===== config.mk =====
export PLATFORM = sky130hd
export DESIGN_NAME = syn_weight_cell
export DESIGN_NICKNAME = d
export VERILOG_FILES = /design/src/rtl/syn_pkg.sv /design/src/rtl/syn_corr_hold.sv /design/src/rtl/syn_step_sel.sv /design/src/rtl/syn_wt_store.sv /design/src/rtl/syn_weight_cell.sv
export SDC_FILE = /design/constraint.sdc
export NUM_CORES = 1
export LEC_CHECK = 0
export BUFFER_PORTS_ARGS = -buffer_cell sky130_fd_sc_hd__clkbuf_2
export CAP_MARGIN = 20
export CORE_ASPECT_RATIO = 0.7
export CORE_UTILIZATION = 45
export CTS_CLUSTER_DIAMETER = 40
export DETAILED_ROUTE_END_ITERATION = 8
export PLACE_DENSITY_LB_ADDON = 0.2
export SLEW_MARGIN = 40
export SYNTH_ARGS = -nofsm -noshare
export SYNTH_HDL_FRONTEND = slang
export SYNTH_SLANG_ARGS = --single-unit

===== constraint.sdc =====
create_clock -name clk -period 7.6 [get_ports clk]
set_input_delay 1.52 -clock clk [delete_from_list [all_inputs] [get_ports clk]]
set_output_delay 1.52 -clock clk [all_outputs]
set_load 0.02 [all_outputs]

===== src/rtl/syn_pkg.sv =====
package syn_pkg;

  // Operation applied to the weight chain in one cycle
  typedef enum logic [1:0] {
    OP_NONE  = 2'd0,
    OP_INC   = 2'd1,
    OP_DEC   = 2'd2,
    OP_SHIFT = 2'd3
  } wt_op_e;

endpackage


===== src/rtl/syn_corr_hold.sv =====
// Two held agreement bits, one per learning phase.
module syn_corr_hold (
  input  logic clk,
  input  logic rst,
  input  logic nrn_a,
  input  logic nrn_b,
  input  logic teach_phase,
  input  logic corr_stb,
  input  logic adj_stb,
  output logic clamp_q,
  output logic free_q
);

  logic agree;
  assign agree = (nrn_a == nrn_b);

  always_ff @(posedge clk) begin
    if (rst) begin
      clamp_q <= 1'b0;
      free_q  <= 1'b0;
    end else if (adj_stb) begin
      // adjust consumes both results
      clamp_q <= 1'b0;
      free_q  <= 1'b0;
    end else if (corr_stb) begin
      if (teach_phase) clamp_q <= agree;
      else             free_q  <= agree;
    end
  end

endmodule


===== src/rtl/syn_step_sel.sv =====
// Picks one weight operation per cycle: shift > adjust > decay.
module syn_step_sel
  import syn_pkg::*;
(
  input  logic   shift_en,
  input  logic   adj_stb,
  input  logic   decay_stb,
  input  logic   clamp_q,
  input  logic   free_q,
  output wt_op_e op
);

  always_comb begin
    op = OP_NONE;
    if (shift_en) begin
      op = OP_SHIFT;
    end else if (adj_stb) begin
      if (clamp_q && !free_q)      op = OP_INC;
      else if (free_q && !clamp_q) op = OP_DEC;
      else                         op = OP_NONE;
    end else if (decay_stb) begin
      op = OP_DEC;
    end
  end

endmodule


===== src/rtl/syn_wt_store.sv =====
// Sign-magnitude store: saturating counter and scan chain in one register.
module syn_wt_store
  import syn_pkg::*;
#(
  parameter int MAG_W = 4
) (
  input  logic               clk,
  input  logic               rst,
  input  wt_op_e             op,
  input  logic               scan_in,
  output logic signed [MAG_W:0] weight_out,
  output logic               link_en,
  output logic               scan_out
);

  localparam int W = MAG_W + 1;
  localparam logic [MAG_W-1:0] MAG_MAX = {MAG_W{1'b1}};
  localparam logic [MAG_W-1:0] MAG_ONE = {{(MAG_W-1){1'b0}}, 1'b1};
  localparam logic [W-1:0]     W_ONE   = {{(W-1){1'b0}}, 1'b1};

  logic           sgn_q, sgn_n;
  logic [MAG_W-1:0] mag_q, mag_n;
  logic [W-1:0]   chain_q, chain_sh;
  logic           off_q, off_n;
  logic [W-1:0]   ext_n, wt_n;

  assign chain_q = {sgn_q, mag_q};
  assign off_q   = sgn_q && (mag_q == '0);

  // scan chain: each bit takes its lower neighbour, scan_in enters at bit 0
  genvar gi;
  generate
    for (gi = 1; gi < W; gi++) begin : g_chain
      assign chain_sh[gi] = chain_q[gi-1];
    end
  endgenerate
  assign chain_sh[0] = scan_in;

  always_comb begin
    sgn_n = sgn_q;
    mag_n = mag_q;
    unique case (op)
      OP_SHIFT: begin
        sgn_n = chain_sh[W-1];
        mag_n = chain_sh[MAG_W-1:0];
      end
      OP_INC: begin
        if (!off_q) begin
          if (sgn_q) begin
            if (mag_q == MAG_ONE) begin
              sgn_n = 1'b0;
              mag_n = '0;
            end else begin
              mag_n = mag_q - MAG_ONE;
            end
          end else if (mag_q != MAG_MAX) begin
            mag_n = mag_q + MAG_ONE;
          end
        end
      end
      OP_DEC: begin
        if (!off_q) begin
          if (!sgn_q) begin
            if (mag_q == '0) begin
              sgn_n = 1'b1;
              mag_n = MAG_ONE;
            end else begin
              mag_n = mag_q - MAG_ONE;
            end
          end else if (mag_q != MAG_MAX) begin
            mag_n = mag_q + MAG_ONE;
          end
        end
      end
      default: ;
    endcase
  end

  assign off_n = sgn_n && (mag_n == '0);
  assign ext_n = {1'b0, mag_n};

  always_comb begin
    if (off_n)      wt_n = '0;
    else if (sgn_n) wt_n = (~ext_n) + W_ONE;
    else            wt_n = ext_n;
  end

  always_ff @(posedge clk) begin
    if (rst) begin
      sgn_q      <= 1'b0;
      mag_q      <= '0;
      weight_out <= '0;
      link_en    <= 1'b1;
    end else begin
      sgn_q      <= sgn_n;
      mag_q      <= mag_n;
      weight_out <= wt_n;
      link_en    <= !off_n;
    end
  end

  assign scan_out = sgn_q;

endmodule


===== src/rtl/syn_weight_cell.sv =====
module syn_weight_cell
  import syn_pkg::*;
#(
  parameter int MAG_W = 4
) (
  input  logic               clk,
  input  logic               rst,
  input  logic               nrn_a,
  input  logic               nrn_b,
  input  logic               teach_phase,
  input  logic               corr_stb,
  input  logic               adj_stb,
  input  logic               decay_stb,
  input  logic               shift_en,
  input  logic               scan_in,
  output logic signed [MAG_W:0] weight_out,
  output logic               link_en,
  output logic               scan_out
);

  logic   clamp_q, free_q;
  wt_op_e op;

  syn_corr_hold u_hold (
    .clk        (clk),
    .rst        (rst),
    .nrn_a      (nrn_a),
    .nrn_b      (nrn_b),
    .teach_phase(teach_phase),
    .corr_stb   (corr_stb),
    .adj_stb    (adj_stb),
    .clamp_q    (clamp_q),
    .free_q     (free_q)
  );

  syn_step_sel u_sel (
    .shift_en (shift_en),
    .adj_stb  (adj_stb),
    .decay_stb(decay_stb),
    .clamp_q  (clamp_q),
    .free_q   (free_q),
    .op       (op)
  );

  syn_wt_store #(.MAG_W(MAG_W)) u_store (
    .clk       (clk),
    .rst       (rst),
    .op        (op),
    .scan_in   (scan_in),
    .weight_out(weight_out),
    .link_en   (link_en),
    .scan_out  (scan_out)
  );

endmodule


* Yosys cells after proc, flatten, opt, wreduce, memory -nomap -nowiden
Cells that the tools add are included.
** Storage, ports and cells
- Output and inout port bits :: 7
- Input bits :: 10
- Register bits after elaboration :: 13
- Logic and storage cells :: 54
** Cells by class
- Add/sub/neg operators :: 3
- Eq/ne operators :: 6
- Multiplexer cells :: 21
- Reductions and logical operators :: 14
- Bitwise operators :: 3
** Operators by type and width (number)
- $mux 4 :: 8
- $pmux 4 s3 :: 1
- $mux 2 :: 5
- $logic_not 4->1 :: 2
- $mux 1 :: 6
- $add 5x1->5 const B :: 1
- $not 4->5 :: 1
- $add 4x1->4 const B :: 1
- $eq 2x2->1 const B :: 2
- $eq 4x1->1 const B :: 1
- $logic_and 1x1->1 :: 4
- $ne 4x4->1 const B :: 1
- $reduce_and 2->1 :: 2
- $reduce_or 2->1 :: 2
- $sub 4x1->4 const B :: 1
- $logic_not 1->1 :: 3
- $pmux 1 s3 :: 1
- $reduce_or 3->1 :: 1
- $eq 2x1->1 const B :: 1
- $not 1->1 :: 2
- $eq 1x1->1 :: 1

* Logic depth before layout (Yosys ltp)
- Depth in word-level cells :: 11
- Mapped depth :: 13
- Gate-level depth less buffers :: 11

* Cells and area by module
A second synthesis with hierarchy kept.
** Unflattened totals
- Cell total of the unflattened synthesis :: 137
- Area, all modules :: 1109.8 um^2
** Modules (own cells, without submodules)
- syn_wt_store :: cells an instance 123, times used 1, area each 972.2 um^2, sequential area each 220.2 um^2
- syn_corr_hold :: cells an instance 9, times used 1, area each 106.4 um^2, sequential area each 40.0 um^2
- syn_step_sel :: cells an instance 5, times used 1, area each 31.3 um^2, sequential area each 0.0 um^2

* Worst setup path after synthesis
No wires, ideal clock.
- Path type :: input to register
- From :: input port adj_stb
- To :: register u_store.weight_out[2]
- Required time :: 7.530 ns
- Setup time :: 0.070 ns
- Arrival :: 3.006 ns
- Setup slack :: 4.524 ns
- Stages on the path :: 8
- Path buffers :: 0
- Cells stage by stage :: nand2b_2 > and2_4 > a311oi_1 > a21oi_1 > and2_1 > ha_1 > or3_1 > a21oi_1
** On the way
- Word-level cells in the longest chain between the ends :: 7
- Elaborated cells between the ends (all ways) :: 13
- Those cells by class :: add/sub: 1; eq/ne: 3; mux: 5; bitwise: 1; reduce/logical: 3
** RTL lines
- from (decl) :: line syn_weight_cell.sv:12 : input logic adj_stb,
- $mux 2 * :: line syn_step_sel.sv:17 : end else if (adj_stb) begin
- $mux 2 * :: line syn_step_sel.sv:15 : if (shift_en) begin
- $eq 2x2->1 or $eq 2x1->1 (tied branches) :: line syn_wt_store.sv:42 : unique case (op)
- $pmux 4 s3 :: line syn_wt_store.sv:42
- $not 4->5 or $logic_not 4->1 (tied branches) :: line syn_wt_store.sv:84, syn_wt_store.sv:79
- $add 5x1->5 or $logic_and 1x1->1 (tied branches) :: line syn_wt_store.sv:84, syn_wt_store.sv:79
- $mux 4 or $reduce_or 2->1 (tied branches)
- to (signal assigned) :: line syn_wt_store.sv:97 : weight_out <= wt_n;
- to (decl) :: line syn_wt_store.sv:11 : output logic signed [MAG_W:0] weight_out,
Mark *: on every way between the ends. The rest lies on a longest branch, timed or not.
A chain may end at the register's enable or synchronous reset.

* Worst setup path in the final report
- From :: input port shift_en
- To :: register u_store.weight_out[0]
** On the way
- Word-level cells in the longest chain between the ends :: 6
- Elaborated cells between the ends (all ways) :: 12
- Those cells by class :: add/sub: 1; eq/ne: 3; mux: 4; bitwise: 1; reduce/logical: 3
** RTL lines
- from (decl) :: line syn_weight_cell.sv:14 : input logic shift_en,
- $mux 2 * :: line syn_step_sel.sv:15
- $eq 2x2->1 or $eq 2x1->1 (tied branches) :: line syn_wt_store.sv:42
- $pmux 4 s3 :: line syn_wt_store.sv:42
- $not 4->5 or $logic_not 4->1 (tied branches) :: line syn_wt_store.sv:84, syn_wt_store.sv:79
- $add 5x1->5 or $logic_and 1x1->1 (tied branches) :: line syn_wt_store.sv:84, syn_wt_store.sv:79
- $mux 4 or $reduce_or 2->1 (tied branches)
Marked as above.

==> summary.txt <==
Status
  – Status: finished clean

Floorplanning
  – Die Height: 45 µm
  – Horiz. Die Dim: 63.4 µm
  – Die area: 2850 µm²
  – Initial core utilization: 0.480
  – Row count: 15
  – Ports: 17
  – Core Box Area: 2480 µm²

GRT
  – First-pass GRT wire length: 4170 µm
  – Vias in the first global route: 968
  – Initial antenna violation count: 0
  – Tot GR Track Use: 0.188
  – Largest net degree at the start of global routing: 24
  – GRT overflow: 0

Yosys
  – Cell Area, Synth: 1190 µm²
  – Post-synthesis simple-gate area fraction: 0.239
  – Post-synthesis compound-gate area fraction: 0.298
  – Synthesized instance count: 141
  – Post-synthesis mux area share: 0.0642
  – Post-synth ARST share: 0
  – Yosys top cell area share: 0.219
  – Area share of fa/ha/maj cells after synthesis: 0.0421
  – XOR/XNOR share of the synthesized area: 0.0221
  – Seq/Total Area, Yosys: 0.219
  – Leading area contributor after synthesis: dfxtp_1
  – Synth Area per Inst: 8.43 µm²
  – Yosys warnings: 0
  – Largest family of logic cells by synthesized area: compound AO/OA/AOI/OAI gates
  – Synth cell types: 58
  – Syn_nets: 155
  – Synth Flop Type: dfxtp_1
  – EDFF count, synth: 0
  – Top post-synthesis cells by area: dfxtp_1 22%, ha_1 4.2%, clkbuf_8 3.5%
  – #FFs+latches synth: 13

Clock network
  – Post-CTS Repair Setup Buffers: 0
  – Clk sinks: 13
  – CTS tree: built
  – H-tree depth: 1
  – Cts hold-fix bufs: 0
  – Clk slew on worst S/H paths: 50 ps
  – Latest clock arrival within the worst-skew pair: 240 ps
  – Clock Tree Root: clkbuf_8
  – PostCTS Resize Cnt: 0
  – Max clock buf depth: 2
  – Num CTS Buffers: 3

Worst setup path
  – Worst endpoint required time: 7720 ps
  – Critical path class: in -> reg
  – Worst setup EP type: flop
  – Top delay family on crit path: simple AND/OR/NAND/NOR gates
  – Critical path's slowest cell: nor4_2
  – Worst-path fanout max: 12
  – Critical path cell sequence: clkbuf_2 > inv_1 > nand4b_1 > a41oi_1 > o21ai_0 > and2_1 > ha_1 > inv_1 > nor4_2 > a21boi_1
  – Slowest stage delay, CP: 350 ps
  – Startpoint Class: input pin
  – CP bufs+invs: 3
  – Data arrival, critical path: 3530 ps
  – Most used cell, CP: inv_1

STA
  – RSZ-0062 raised after global routing: false
  – Setup TNS: 0 ps
  – Worst setup margin: 4190 ps
  – Final clock skew: 4.32 ps
  – Fin crit period: 3410 ps
  – Worst slew pin tran: 655 ps
  – # setup viols final: 0
  – Final Hold Vio Count: 0
  – Period Utilization, post-route: 0.448
  – Max Clk Rate: 293 MHz
  – Max_slew headroom: 0.563
  – Slew Limit Fails: 0

Place
  – Setup WS pre-CTS: 4010 ps
  – Post-DP Area: 1210 µm²
  – IO buf count: 16
  – HPWL after DPL: 1940 µm
  – Placer Congestion: 0.789
  – Cells after DPL: 179

Finish
  – Non-Filler Instances: 183
  – Nets: 164
  – Fill cell count: 247
  – Final core area utilization: 0.506
  – Design Area, Final: 1250 µm²
  – P&R area growth vs syn: 5.37%
  – N_diodes: 0
  – Share of cells above drive strength 1: 0.195

Run
  – Max_cap viols: 0

Detailed routing
  – DRT Pass-1 Iters: 4
  – Routed Antenna Nets: 0
  – Drt wl/cell: 14.4 µm
  – Total wire length: 2630 µm
  – DR vias: 1,117
  – DRC errors left: 0
  – Vias/cell: 6.10
  – DR iter-0 viols: 67

Power
  – VDD IR-drop max: 138 µV
  – Power Density: 160 nW/µm²
  – Leak Pwr: 0.494 nW

Worst hold path
  – Hold Path Class: reg -> reg
-- routing by layer --
metal | part of all wire | vias to the layer above | GRT usage | wire length [µm]
li1 | - | 552 | - | -
met1 | 0.48 | 522 | 0.244 | 1260
met3 | 0.059 | 0 | 0.0657 | 155
met5 | 0 | - | 0 | 0
met4 | 0 | 0 | 0.0364 | 0
met2 | 0.46 | 43 | 0.306 | 1220
-- where the power goes --
group          internal [mW]  total (mW)  switching, mW  leakage [nW]
combinational         0.0260      0.0590         0.0330         0.364
sequential            0.0727      0.0812        0.00854         0.106
clock                 0.0369      0.0603         0.0234        0.0228
total                  0.136       0.201         0.0649         0.494
-- flip-flops by register name, summed over array words and instances (netlist names) --
name and cells:
u_store.link_en 1, u_store.mag_q 4, u_store.weight_out 5, u_store.scan_out 1, u_hold.free_q 1, u_hold.clamp_q 1
-- cell families (layout without fill, tap and decap cells) --
| logic type | after synthesis | in the layout |
|---|---|---|
| AOI/OAI and AO/OA | 46 | 46 |
| xor gates and xnor gates | 3 | 3 |
| adders and majority gates | 4 | 4 |
| buffers and inverters | 21 | 29 |
| DFF | 13 | 13 |
| muxes | 7 | 7 |
| and+or+nand+nor | 47 | 47 |
-- per-stage QoR --
step / power [mW] / hold slack (ps)
2_1_floorplan: 0.131 / 525
3_3_place_gp: 0.139 / 560
3_5_place_dp: 0.141 / 566
4_1_cts: 0.201 / 580
5_1_grt: 0.211 / 594
6_report: 0.201 / 571
-- path summary, 6_finish.rpt --
kind	startpoint	end	slack [ps]	cells past startpoint
worst max-delay path	shift_en	u_store.weight_out[0]	4190	10
worst min-delay path	u_hold.free_q	u_hold.free_q	570	2
worst max register to register	u_store.mag_q[0]	u_store.weight_out[2]	4300	10
worst min register to register	u_hold.free_q	u_hold.free_q	570	2
-- layout make-up --
type                       count  area (µm²)  share of cell area
inverter                       9        33.8              0.0270
clock buffer                   4        45.0              0.0360
multi-input combinational    107         791               0.631
sequential                    13         260               0.208
timing repair buffer          16        80.1              0.0639
tap                           34        42.5              0.0340
-- worst reg2reg max path: stages (launching register included) --
cell	delay, ps
dfxtp_1	600
inv_1	180
ha_1	360
nor3b_4	230
or4_1	500
a311oi_1	270
a21oi_1	100
and2_1	220
ha_1	220
or3_1	380
a21oi_1	160
-- synthesized netlist by cell type, types with 3 or more instances --
master / n
a21boi_0: 3
a21oi_1: 6
a41oi_1: 3
and2_1: 3
buf_2: 5
clkbuf_8: 3
dfxtp_1: 13
ha_1: 4
inv_1: 8
mux2i_1: 4
nand2_1: 5
nand2b_1: 3
nand3_1: 5
nor2_1: 9
nor3_1: 5
o211ai_1: 3
o21ai_0: 8
or3_1: 3
-- placed cells by master (no fill, tap or decap), types with 2 or more instances in the layout --
| cell type | count |
|---|---|
| and3_1 | 2 |
| nand3_1 | 5 |
| o211a_1 | 2 |
| a41oi_1 | 3 |
| and2_1 | 3 |
| a31oi_1 | 2 |
| mux2i_1 | 4 |
| xnor2_1 | 2 |
| nand2_1 | 5 |
| inv_1 | 8 |
| nor3_1 | 5 |
| o211ai_1 | 3 |
| o21ai_0 | 8 |
| clkbuf_8 | 3 |
| or3_1 | 3 |
| nand2b_1 | 3 |
| a21oi_1 | 6 |
| clkbuf_2 | 16 |
| ha_1 | 4 |
| a21boi_0 | 3 |
| nor2b_1 | 2 |
| nor2_1 | 9 |
| dfxtp_1 | 13 |
| o311ai_0 | 2 |
Note: power is estimated with default switching activity, not from simulation.
